===== config.mk =====
export PLATFORM = sky130hd
export DESIGN_NAME = narrow_reg_bridge
export DESIGN_NICKNAME = d
export VERILOG_FILES = /design/src/rtl/nrb_pkg.sv /design/src/rtl/nrb_lane_unit.sv /design/src/rtl/nrb_gap_timer.sv /design/src/rtl/nrb_shadow.sv /design/src/rtl/narrow_reg_bridge.sv
export SDC_FILE = /design/constraint.sdc
export NUM_CORES = 1
export LEC_CHECK = 0
export BUFFER_PORTS_ARGS = -buffer_cell sky130_fd_sc_hd__buf_2
export CORE_MARGIN = 5
export CORE_UTILIZATION = 27
export DETAILED_ROUTE_END_ITERATION = 8
export SLEW_MARGIN = 20
export SYNTH_ARGS = -nofsm -noshare
export SYNTH_HDL_FRONTEND = slang
export SYNTH_HIERARCHICAL = 1
export SYNTH_SLANG_ARGS = --single-unit

===== constraint.sdc =====
create_clock -name clk -period 2.65 [get_ports clk]
set_clock_uncertainty 0.1 [all_clocks]
set_input_delay 0.53 -clock clk [delete_from_list [all_inputs] [get_ports clk]]
set_output_delay 0.53 -clock clk [all_outputs]
set_load 0.01 [all_outputs]

===== src/rtl/nrb_pkg.sv =====
package nrb_pkg;
  localparam int NRB_DW = 32;

  typedef enum logic [1:0] {
    SZ_BYTE = 2'd0,
    SZ_HALF = 2'd1,
    SZ_WORD = 2'd2,
    SZ_RSVD = 2'd3
  } nrb_size_e;

  typedef enum logic [2:0] {
    K_READ    = 3'd0,
    K_WORD_WR = 3'd1,
    K_RMW     = 3'd2,
    K_TM      = 3'd3,
    K_CMD     = 3'd4
  } nrb_kind_e;

  // Mask of the bits a transfer of this size touches.
  function automatic logic [NRB_DW-1:0] nrb_lane_mask(logic [1:0] size, logic [1:0] lane);
    case (size)
      SZ_BYTE: return 32'h0000_00FF << {lane, 3'b000};
      SZ_HALF: return lane[1] ? 32'hFFFF_0000 : 32'h0000_FFFF;
      default: return '1;
    endcase
  endfunction

  // Selected lane moved down to bit 0 and zero-extended.
  function automatic logic [NRB_DW-1:0] nrb_lane_get(logic [1:0] size, logic [1:0] lane,
                                                      logic [NRB_DW-1:0] word);
    logic [NRB_DW-1:0] sh;
    sh = word >> {lane, 3'b000};
    case (size)
      SZ_BYTE: return {24'd0, sh[7:0]};
      SZ_HALF: return lane[1] ? {16'd0, word[31:16]} : {16'd0, word[15:0]};
      default: return word;
    endcase
  endfunction

  // Replicate the narrow value over every lane, then keep only the masked lane.
  function automatic logic [NRB_DW-1:0] nrb_lane_put(logic [1:0] size, logic [1:0] lane,
                                                      logic [NRB_DW-1:0] old_w,
                                                      logic [NRB_DW-1:0] val);
    logic [NRB_DW-1:0] m;
    logic [NRB_DW-1:0] rep;
    m = nrb_lane_mask(size, lane);
    case (size)
      SZ_BYTE: rep = {4{val[7:0]}};
      SZ_HALF: rep = {2{val[15:0]}};
      default: rep = val;
    endcase
    return (old_w & ~m) | (rep & m);
  endfunction
endpackage


===== src/rtl/nrb_lane_unit.sv =====
module nrb_lane_unit
  import nrb_pkg::*;
(
  input  logic [1:0]        size,
  input  logic [1:0]        lane,
  input  logic [NRB_DW-1:0] old_word,
  input  logic [NRB_DW-1:0] new_val,
  output logic [NRB_DW-1:0] rd_lane,
  output logic [NRB_DW-1:0] merged
);
  always_comb begin
    rd_lane = nrb_lane_get(size, lane, old_word);
    merged  = nrb_lane_put(size, lane, old_word, new_val);
  end
endmodule


===== src/rtl/nrb_gap_timer.sv =====
module nrb_gap_timer #(
  parameter int GAP = 12
) (
  input  logic clk,
  input  logic rst_n,
  input  logic start,
  output logic busy
);
  localparam int CW = (GAP < 2) ? 1 : $clog2(GAP + 1);

  logic [CW-1:0] count;

  always_ff @(posedge clk) begin
    if (!rst_n)          count <= '0;
    else if (start)      count <= CW'(GAP);
    else if (count != 0) count <= count - 1'b1;
  end

  assign busy = (count != 0);

  p_gap_count_r7: assert property (@(posedge clk) disable iff (!rst_n)
    (busy && !start) |=> (count == $past(count) - 1'b1));

  p_gap_load_r7: assert property (@(posedge clk) disable iff (!rst_n)
    start |=> busy);
endmodule


===== src/rtl/nrb_shadow.sv =====
module nrb_shadow
  import nrb_pkg::*;
(
  input  logic              clk,
  input  logic              rst_n,
  input  logic              load,
  input  logic [NRB_DW-1:0] din,
  output logic [NRB_DW-1:0] q
);
  always_ff @(posedge clk) begin
    if (!rst_n)    q <= '0;
    else if (load) q <= din;
  end
endmodule


===== src/rtl/narrow_reg_bridge.sv =====
module narrow_reg_bridge
  import nrb_pkg::*;
#(
  parameter int ADDR_W  = 8,
  parameter int CLK_HZ  = 2_000_000,
  parameter int GAP_US  = 6,
  parameter int TM_OFF  = 'h0C,
  parameter int CMD_OFF = 'h0E,
  parameter int CAP_OFF = 'h40,
  parameter int CAP_BIT = 24
) (
  input  logic              clk,
  input  logic              rst_n,
  input  logic              host_valid,
  output logic              host_ready,
  input  logic              host_write,
  input  logic [1:0]        host_size,
  input  logic [ADDR_W-1:0] host_addr,
  input  logic [31:0]       host_wdata,
  output logic              host_rsp_valid,
  output logic [31:0]       host_rdata,
  output logic              pr_req,
  output logic              pr_write,
  output logic [ADDR_W-1:0] pr_addr,
  output logic [31:0]       pr_wdata,
  input  logic              pr_ack,
  input  logic [31:0]       pr_rdata
);
  localparam int GAP_RAW = (CLK_HZ / 1_000_000) * GAP_US;
  localparam int GAP_CYC = (GAP_RAW < 1) ? 1 : GAP_RAW;
  localparam logic [ADDR_W-1:0] TM_A  = ADDR_W'(TM_OFF);
  localparam logic [ADDR_W-1:0] CMD_A = ADDR_W'(CMD_OFF);
  localparam logic [ADDR_W-1:0] CAP_A = ADDR_W'(CAP_OFF);
  localparam logic [31:0] CAP_MASK = 32'(1) << CAP_BIT;

  typedef enum logic [2:0] {S_IDLE, S_MRG, S_RD, S_WR, S_RSP} state_e;

  state_e            state;
  nrb_kind_e         req_kind;
  logic [1:0]        req_size;
  logic [ADDR_W-1:0] req_addr;
  logic [31:0]       req_wdata;
  logic [31:0]       wr_word;
  logic [31:0]       rsp_data;

  // Named internal events.
  logic        accept;
  logic        gap_start;
  logic        gap_busy;
  logic        shadow_load;
  logic [31:0] shadow_q;
  logic        cap_hit;
  logic [31:0] rd_forced;
  logic [31:0] merge_old;
  logic [31:0] lane_rd;
  logic [31:0] lane_merged;
  nrb_kind_e   in_kind;

  assign accept      = host_valid && host_ready;
  assign gap_start   = (state == S_WR) && pr_ack;
  assign shadow_load = (state == S_RD) && pr_ack && (req_kind == K_TM);
  assign cap_hit     = (req_addr[ADDR_W-1:2] == CAP_A[ADDR_W-1:2]);
  assign rd_forced   = cap_hit ? (pr_rdata | CAP_MASK) : pr_rdata;
  assign merge_old   = (req_kind == K_CMD) ? shadow_q : rd_forced;

  always_comb begin
    if (!host_write)                                   in_kind = K_READ;
    else if (host_size[1])                             in_kind = K_WORD_WR;
    else if (host_size == SZ_HALF && host_addr == TM_A)  in_kind = K_TM;
    else if (host_size == SZ_HALF && host_addr == CMD_A) in_kind = K_CMD;
    else                                               in_kind = K_RMW;
  end

  nrb_lane_unit u_lane (
    .size     (req_size),
    .lane     (req_addr[1:0]),
    .old_word (merge_old),
    .new_val  (req_wdata),
    .rd_lane  (lane_rd),
    .merged   (lane_merged)
  );

  nrb_shadow u_shadow (
    .clk   (clk),
    .rst_n (rst_n),
    .load  (shadow_load),
    .din   (lane_merged),
    .q     (shadow_q)
  );

  nrb_gap_timer #(.GAP(GAP_CYC)) u_gap (
    .clk   (clk),
    .rst_n (rst_n),
    .start (gap_start),
    .busy  (gap_busy)
  );

  always_ff @(posedge clk) begin
    if (!rst_n) begin
      state     <= S_IDLE;
      req_kind  <= K_READ;
      req_size  <= '0;
      req_addr  <= '0;
      req_wdata <= '0;
      wr_word   <= '0;
      rsp_data  <= '0;
    end else begin
      case (state)
        S_IDLE: if (accept) begin
          req_kind  <= in_kind;
          req_size  <= host_size;
          req_addr  <= host_addr;
          req_wdata <= host_wdata;
          case (in_kind)
            K_WORD_WR: begin wr_word <= host_wdata; state <= S_WR; end
            K_CMD:     state <= S_MRG;
            default:   state <= S_RD;
          endcase
        end
        S_MRG: begin
          wr_word <= lane_merged;
          state   <= S_WR;
        end
        S_RD: if (pr_ack) begin
          case (req_kind)
            K_READ:  begin rsp_data <= lane_rd; state <= S_RSP; end
            K_RMW:   begin wr_word <= lane_merged; state <= S_WR; end
            default: begin rsp_data <= '0; state <= S_RSP; end
          endcase
        end
        S_WR: if (pr_ack) begin
          rsp_data <= '0;
          state    <= S_RSP;
        end
        default: state <= S_IDLE;
      endcase
    end
  end

  assign host_ready     = (state == S_IDLE) && !gap_busy;
  assign host_rsp_valid = (state == S_RSP);
  assign host_rdata     = rsp_data;
  assign pr_req         = (state == S_RD) || (state == S_WR);
  assign pr_write       = (state == S_WR);
  assign pr_addr        = {req_addr[ADDR_W-1:2], 2'b00};
  assign pr_wdata       = wr_word;

  p_addr_aligned_r1: assert property (@(posedge clk) disable iff (!rst_n)
    pr_req |-> (pr_addr[1:0] == 2'b00));

  p_req_hold_r11: assert property (@(posedge clk) disable iff (!rst_n)
    (pr_req && !pr_ack) |=> (pr_req && $stable(pr_addr) && $stable(pr_write)));

  p_tm_nowrite_r5: assert property (@(posedge clk) disable iff (!rst_n)
    (pr_req && pr_write) |-> (req_kind != K_TM));

  p_cmd_noread_r6: assert property (@(posedge clk) disable iff (!rst_n)
    (pr_req && !pr_write) |-> (req_kind != K_CMD));

  p_read_nowrite_r11: assert property (@(posedge clk) disable iff (!rst_n)
    (pr_req && pr_write) |-> (req_kind != K_READ));

  p_gap_quiet_r7: assert property (@(posedge clk) disable iff (!rst_n)
    $rose(pr_req) |-> !gap_busy);

  p_rsp_single_r11: assert property (@(posedge clk) disable iff (!rst_n)
    host_rsp_valid |=> !host_rsp_valid);

  p_cap_bit_r8: assert property (@(posedge clk) disable iff (!rst_n)
    (host_rsp_valid && req_kind == K_READ && req_size[1] && cap_hit) |-> host_rdata[CAP_BIT]);
endmodule


---- After elaboration in Yosys (flattened, before gate mapping) ----
Cells that the tools add are included.
word-level totals
  flip-flop bits (word level) ............. 148
cells by class
  reduce and logical (&&, ||, !) cells .... 21
  eq/ne operators ......................... 20
  shifts and indexed selects .............. 2
  muxes and demuxes ....................... 28
  bitwise gates (word level) .............. 5
  $add $sub $neg .......................... 1
operator list
  cell                                                    count
  one-hot mux 32 bit (2 select lines)                     5
  2-to-1 mux 32 bit                                       8
  one-hot mux 32 bit (3 select lines)                     1
  AND 32 bit                                              2
  NOT 32 bit                                              1
  bitwise OR 32 bit                                       1
  << shifter 8 x 5 -> 32 bit (first input constant)       1
  >> shifter 32 x 5 -> 8 bit                              1
  2-to-1 mux 25 bit                                       1
  2-to-1 mux 3 bit                                        8
  == test 8 x 4 -> 1 bit (second input constant)          2
  2-to-1 mux 16 bit                                       1
  == test 3 x 2 -> 1 bit (second input constant)          4
  one-hot mux 3 bit (4 select lines)                      1
  == test 3 bit (second input constant)                   3
  2-to-1 mux 4 bit                                        2
  logical AND 1 bit                                       7
  == test 3 x 1 -> 1 bit (second input constant)          2
  == test 6 x 5 -> 1 bit (second input constant)          1
  logical NOT 3 bit                                       2
  inequality test 2 x 1 -> 1 bit (second input constant)  3
  inequality test 2 bit (second input constant)           3
  AND reduction 5 bit                                     1
  == test 2 x 1 -> 1 bit (second input constant)          2
  13 further kinds                                        14

---- Logic depth before layout (Yosys ltp) ----
  word-level depth ........................ 10
  gate-level depth with buffers ........... 10
  depth with buffers taken out ............ 8

---- Modules after synthesis ----
Netlist, hierarchy kept.
modules (own cells, without submodules)
  module             instances  area an instance (um^2)  sequential area each (um^2)  cells each
  narrow_reg_bridge  1          4,833.4                  2,242.2                      541
  nrb_lane_unit      1          1,266.2                  0.0                          168
  nrb_shadow         1          1,243.7                  640.6                        103
  nrb_gap_timer      1          205.2                    80.1                         23

---- Least setup slack after synthesis ----
No wires, ideal clock.
  kind .................................... register to register
  start point ............................. register u_gap.count[0]
  end point ............................... register wr_word[15] (netlist: pr_wdata[15])
  data required time ...................... 2.416 ns
  buffers on the path ..................... 3
  setup slack ............................. 0.256 ns
  cell stages (with the launch flop) ...... 11
  clock period less this slack ............ 2.394 ns
  arrival ................................. 2.160 ns
  cell sequence ........................... dfxtp_1 -> inv_1 -> ha_1 -> or3b_1 -> clkbuf_2 -> or3b_1 -> a21oi_1 -> and2_1 -> buf_2 -> buf_2 -> a211oi_1
between the ends
  cells in the longest elaborated chain, start to end .. 6
ends and longest elaborated chain
  what                                    RTL line                  RTL
  from (decl)                             nrb_gap_timer.sv:11       logic [CW-1:0] count;
  from (signal assigned)                  nrb_gap_timer.sv:15       else if (start) count <= CW'(GAP);
  from (signal assigned)                  nrb_gap_timer.sv:16       else if (count != 0) count <= count - 1'b1;
  nonzero test 4 bit                      nrb_gap_timer.sv:19       assign busy = (count != 0);
  net gap_busy                            narrow_reg_bridge.sv:49   logic gap_busy;
  logical NOT 1 bit                       narrow_reg_bridge.sv:140  assign host_ready = (state == S_IDLE) && !gap_busy;
  logical AND 1 bit                       narrow_reg_bridge.sv:140
  logical AND 1 bit                       narrow_reg_bridge.sv:59   assign accept = host_valid && host_ready;
  inequality test 2 bit (no source line)  n/a
  AND reduction 5 bit (no source line)    n/a
  to (signal assigned)                    narrow_reg_bridge.sv:121  wr_word <= lane_merged;
  to (decl)                               narrow_reg_bridge.sv:43   logic [31:0] wr_word;
The timed path passes the listed nets, and every way through them passes these cells.
A chain may end at the register's enable or synchronous reset.

---- Final worst setup path ----
  start point ............................. register u_gap.count[0]
  end point ............................... output port host_ready
between the ends
  cells in the longest elaborated chain, start to end .. 3
ends and longest elaborated chain
  what                RTL line                  RTL
  nonzero test 4 bit  nrb_gap_timer.sv:19
  net gap_busy        narrow_reg_bridge.sv:49
  logical NOT 1 bit   narrow_reg_bridge.sv:140
  logical AND 1 bit   narrow_reg_bridge.sv:140
  to (decl)           narrow_reg_bridge.sv:15   output logic host_ready,
The timed path passes the listed nets, and every way through them passes these cells.

==> summary.txt <==
global-route wire length before repair - 38,800 um
Setup crit end kind - output pin
Switching Power - 0.00308 W
post-route ant nets - 0
Max VDD drop - 0.429 mV
Top Ports - 155
routed wire length - 26,000 um
type of origin of the critical path - flip-flop
number of DRC markers in iteration 0 - 620
worst-path maximum fanout - 5
count leader, synth - dfxtp_1
FP Rows - 61
Final Hold Viols - 0
CTS tree - yes
Post-Synthesis Cells - 835
Comb pwr share - 35.4%
vias in the first global route - 6,497
Fin Hold WS - 249 ps
max frequency - 0.401 GHz
WL/cell - 19.4 um
Die Wd - 177 um
top cells by area, synth - dfxtp_1 (39%), mux2i_1 (9.5%), mux2_2 (7.9%), a21oi_1 (6.4%), nand2_1 (4.5%)
vias post-DR - 6,669
area grow syn2layout - 22.8%
TritonCTS Buffers - 17
initial antenna violation count - 2
Buffers on Ports - 152
Yosys warnings - 6
Post-synth EDFFs - 0
DRC viols - 0
effective utilization at floorplan - 27.2%
Cell Pwr Density - 918 nW/um2
CTS Buffer Depth - 2
Worst slew margin - 55.7%
Pre-antenna DRT Iters - 5
Sw Ratio - 36.2%
FF+latch count, synth - 148
top_reg_cell synth - dfxtp_1
worst hold path class - primary input to flip-flop
H-tree Lvls - 4
CTS Sinks - 148
Worst-Skew Late Latency - 430 ps
fin area - 9270 um2
mean post-synth cell area - 9.04 um2
Post-synth ARST share - 0%
setup_tns - 0 ps
setup violators final - 0
Setup Buffers After CTS - 0
Cell Int Power - 0.00543 W
Unique masters post-synth - 53
Root Driver - clkbuf_16
clock share of power - 31.1%
core box area - 27,700 um2
DP HPWL - 19,200 um
Die Span Y - 177 um
Hold Buf Count CTS - 0
Worst EP required - 2020 ps
placed inst area - 8610 um2
GRT Total Usage - 16.3%
Diodes inserted - 0
Synth top area share - 39.3%
Final Cycle Share - 94.1%
RSZ-0062 raised after global routing - false
sequential power share - 33.4%
crit path kind - flip-flop to output pin
vias per cell - 4.98
Slew @ Worst Pin - 657 ps
Period minus WS final - 2490 ps
cell accounting for the most synthesized area - dfxtp_1
gpl congestion - 0.908
Critical Path AT - 1860 ps
sequential cell area fraction in the yosys report - 39.3%
Post-Syn Area - 7550 um2
largest net degree at the start of global routing - 63
Slew Viols, Final - 0
maxcap violations - 0
status - finished clean
leakage power - 3.46 nW
grt ovf - 0
clock slew at the register clock pins of the worst setup and hold paths - 60 ps
layout cell share with drive strength beyond 1 - 29.0%
Post-synth top cells - dfxtp_1 (148), a21oi_1 (97), nand2_1 (90)
final-stage net count - 1,028
die area - 31,400 um2
## critical path: stages (launching register included)
cell     delay [ps]
dfxtp_1         330
inv_1            90
ha_1            160
or3b_1          370
buf_4           180
nor4_4          140
buf_2           170
## placed cells by master, fill, tap and decap left out, drive strengths merged, types with 4 or more instances in the layout
cell       n
buf      174
dfxtp    148
a21oi    100
nand2     90
mux2i     72
mux2      55
nor2      51
nor2b     44
a211oi    35
a22oi     32
clkbuf    21
and2      19
a22o      16
a31oi      9
a221oi     9
inv        9
o21ai      8
a221o      8
o2bb2ai    8
nor3       5
nand2b     4
bufinv     4
nor4       4
## cell type report
type	instances	area (um2)
flip-flops and latches	148	2960
repair buffers	174	1010
clock buffers	21	470
clock inverters	11	174
inverters	8	30.0
multi-input cells	598	4140
well taps	378	473
fillers	2892	18400
## through the flow
stage / worst slack (ps) / utilization (%) / instances / power (W)
finish: 156 / 33.5 / 1338 / 0.00851
CTS: 58.3 / 33.4 / 1338 / 0.00855
global placement: 338 / 31.1 / 1306 / 0.00584
detailed placement: 271 / 31.1 / 1306 / 0.00588
global route: 27.6 / 33.5 / 1338 / 0.00897
floorplan: 256 / - / 836 / 0.00494
## final timing paths
path / depth (start not counted) / end / slack (ps) / startpoint
max reg2reg: 8 / pr_wdata[9]$_SDFFE_PN0P_ / 220 / u_gap/count[0]$_SDFFE_PP0P_
min reg2reg: 2 / req_wdata[28]$_SDFFE_PN0P_ / 360 / req_wdata[28]$_SDFFE_PN0P_
min: 3 / req_wdata[0]$_SDFFE_PN0P_ / 250 / host_wdata[0]
max: 6 / host_ready / 160 / u_gap/count[0]$_SDFFE_PP0P_
## metal layers
layer	vias up	GRT usage (%)	wire, um
li1	3204	-	-
met1	3233	21.2	11200
met2	192	26.9	12700
met3	36	4.04	1660
met4	4	4.71	471
met5	-	0	27
## power by group through the flow
stage,clock network [W],logic [W],registers [W]
2_1_floorplan,0,0.00209,0.00284
6_report,0.00265,0.00301,0.00284
5_1_grt,0.00280,0.00329,0.00288
3_5_place_dp,0,0.00300,0.00288
3_3_place_gp,0,0.00296,0.00288
4_1_cts,0.00270,0.00302,0.00284
## what timing repair did
action	in CTS	in global routing
hold endpoints to repair	0	0
gates resized for setup	1	1
endpoints found under the setup margin	1	1
cloned	0	0
## cells by family (layout without fill, tap and decap cells)
kind of cell	Yosys count	after routing	synth area share, %
AO/OA/AOI/OAI	230	230	20.3
flip-flops	148	148	39.3
buffers and inverters	90	214	6.60
other	1	2	0.0497
AND/OR/NAND/NOR	234	234	15.2
multiplexers	127	127	17.9
adder cells (fa/ha/maj)	2	2	0.331
XOR/XNOR	3	3	0.348
## state kept, by name (all words and copies together), names as in the netlist
| signal | flops |
|---|---|
| host_rdata | 32 |
| pr_wdata | 32 |
| req_wdata | 32 |
| u_shadow/q | 32 |
| req_addr | 8 |
| u_gap/count | 4 |
| req_kind | 3 |
| state | 3 |
| req_size | 2 |
Note: power is estimated with default switching activity, not from simulation.
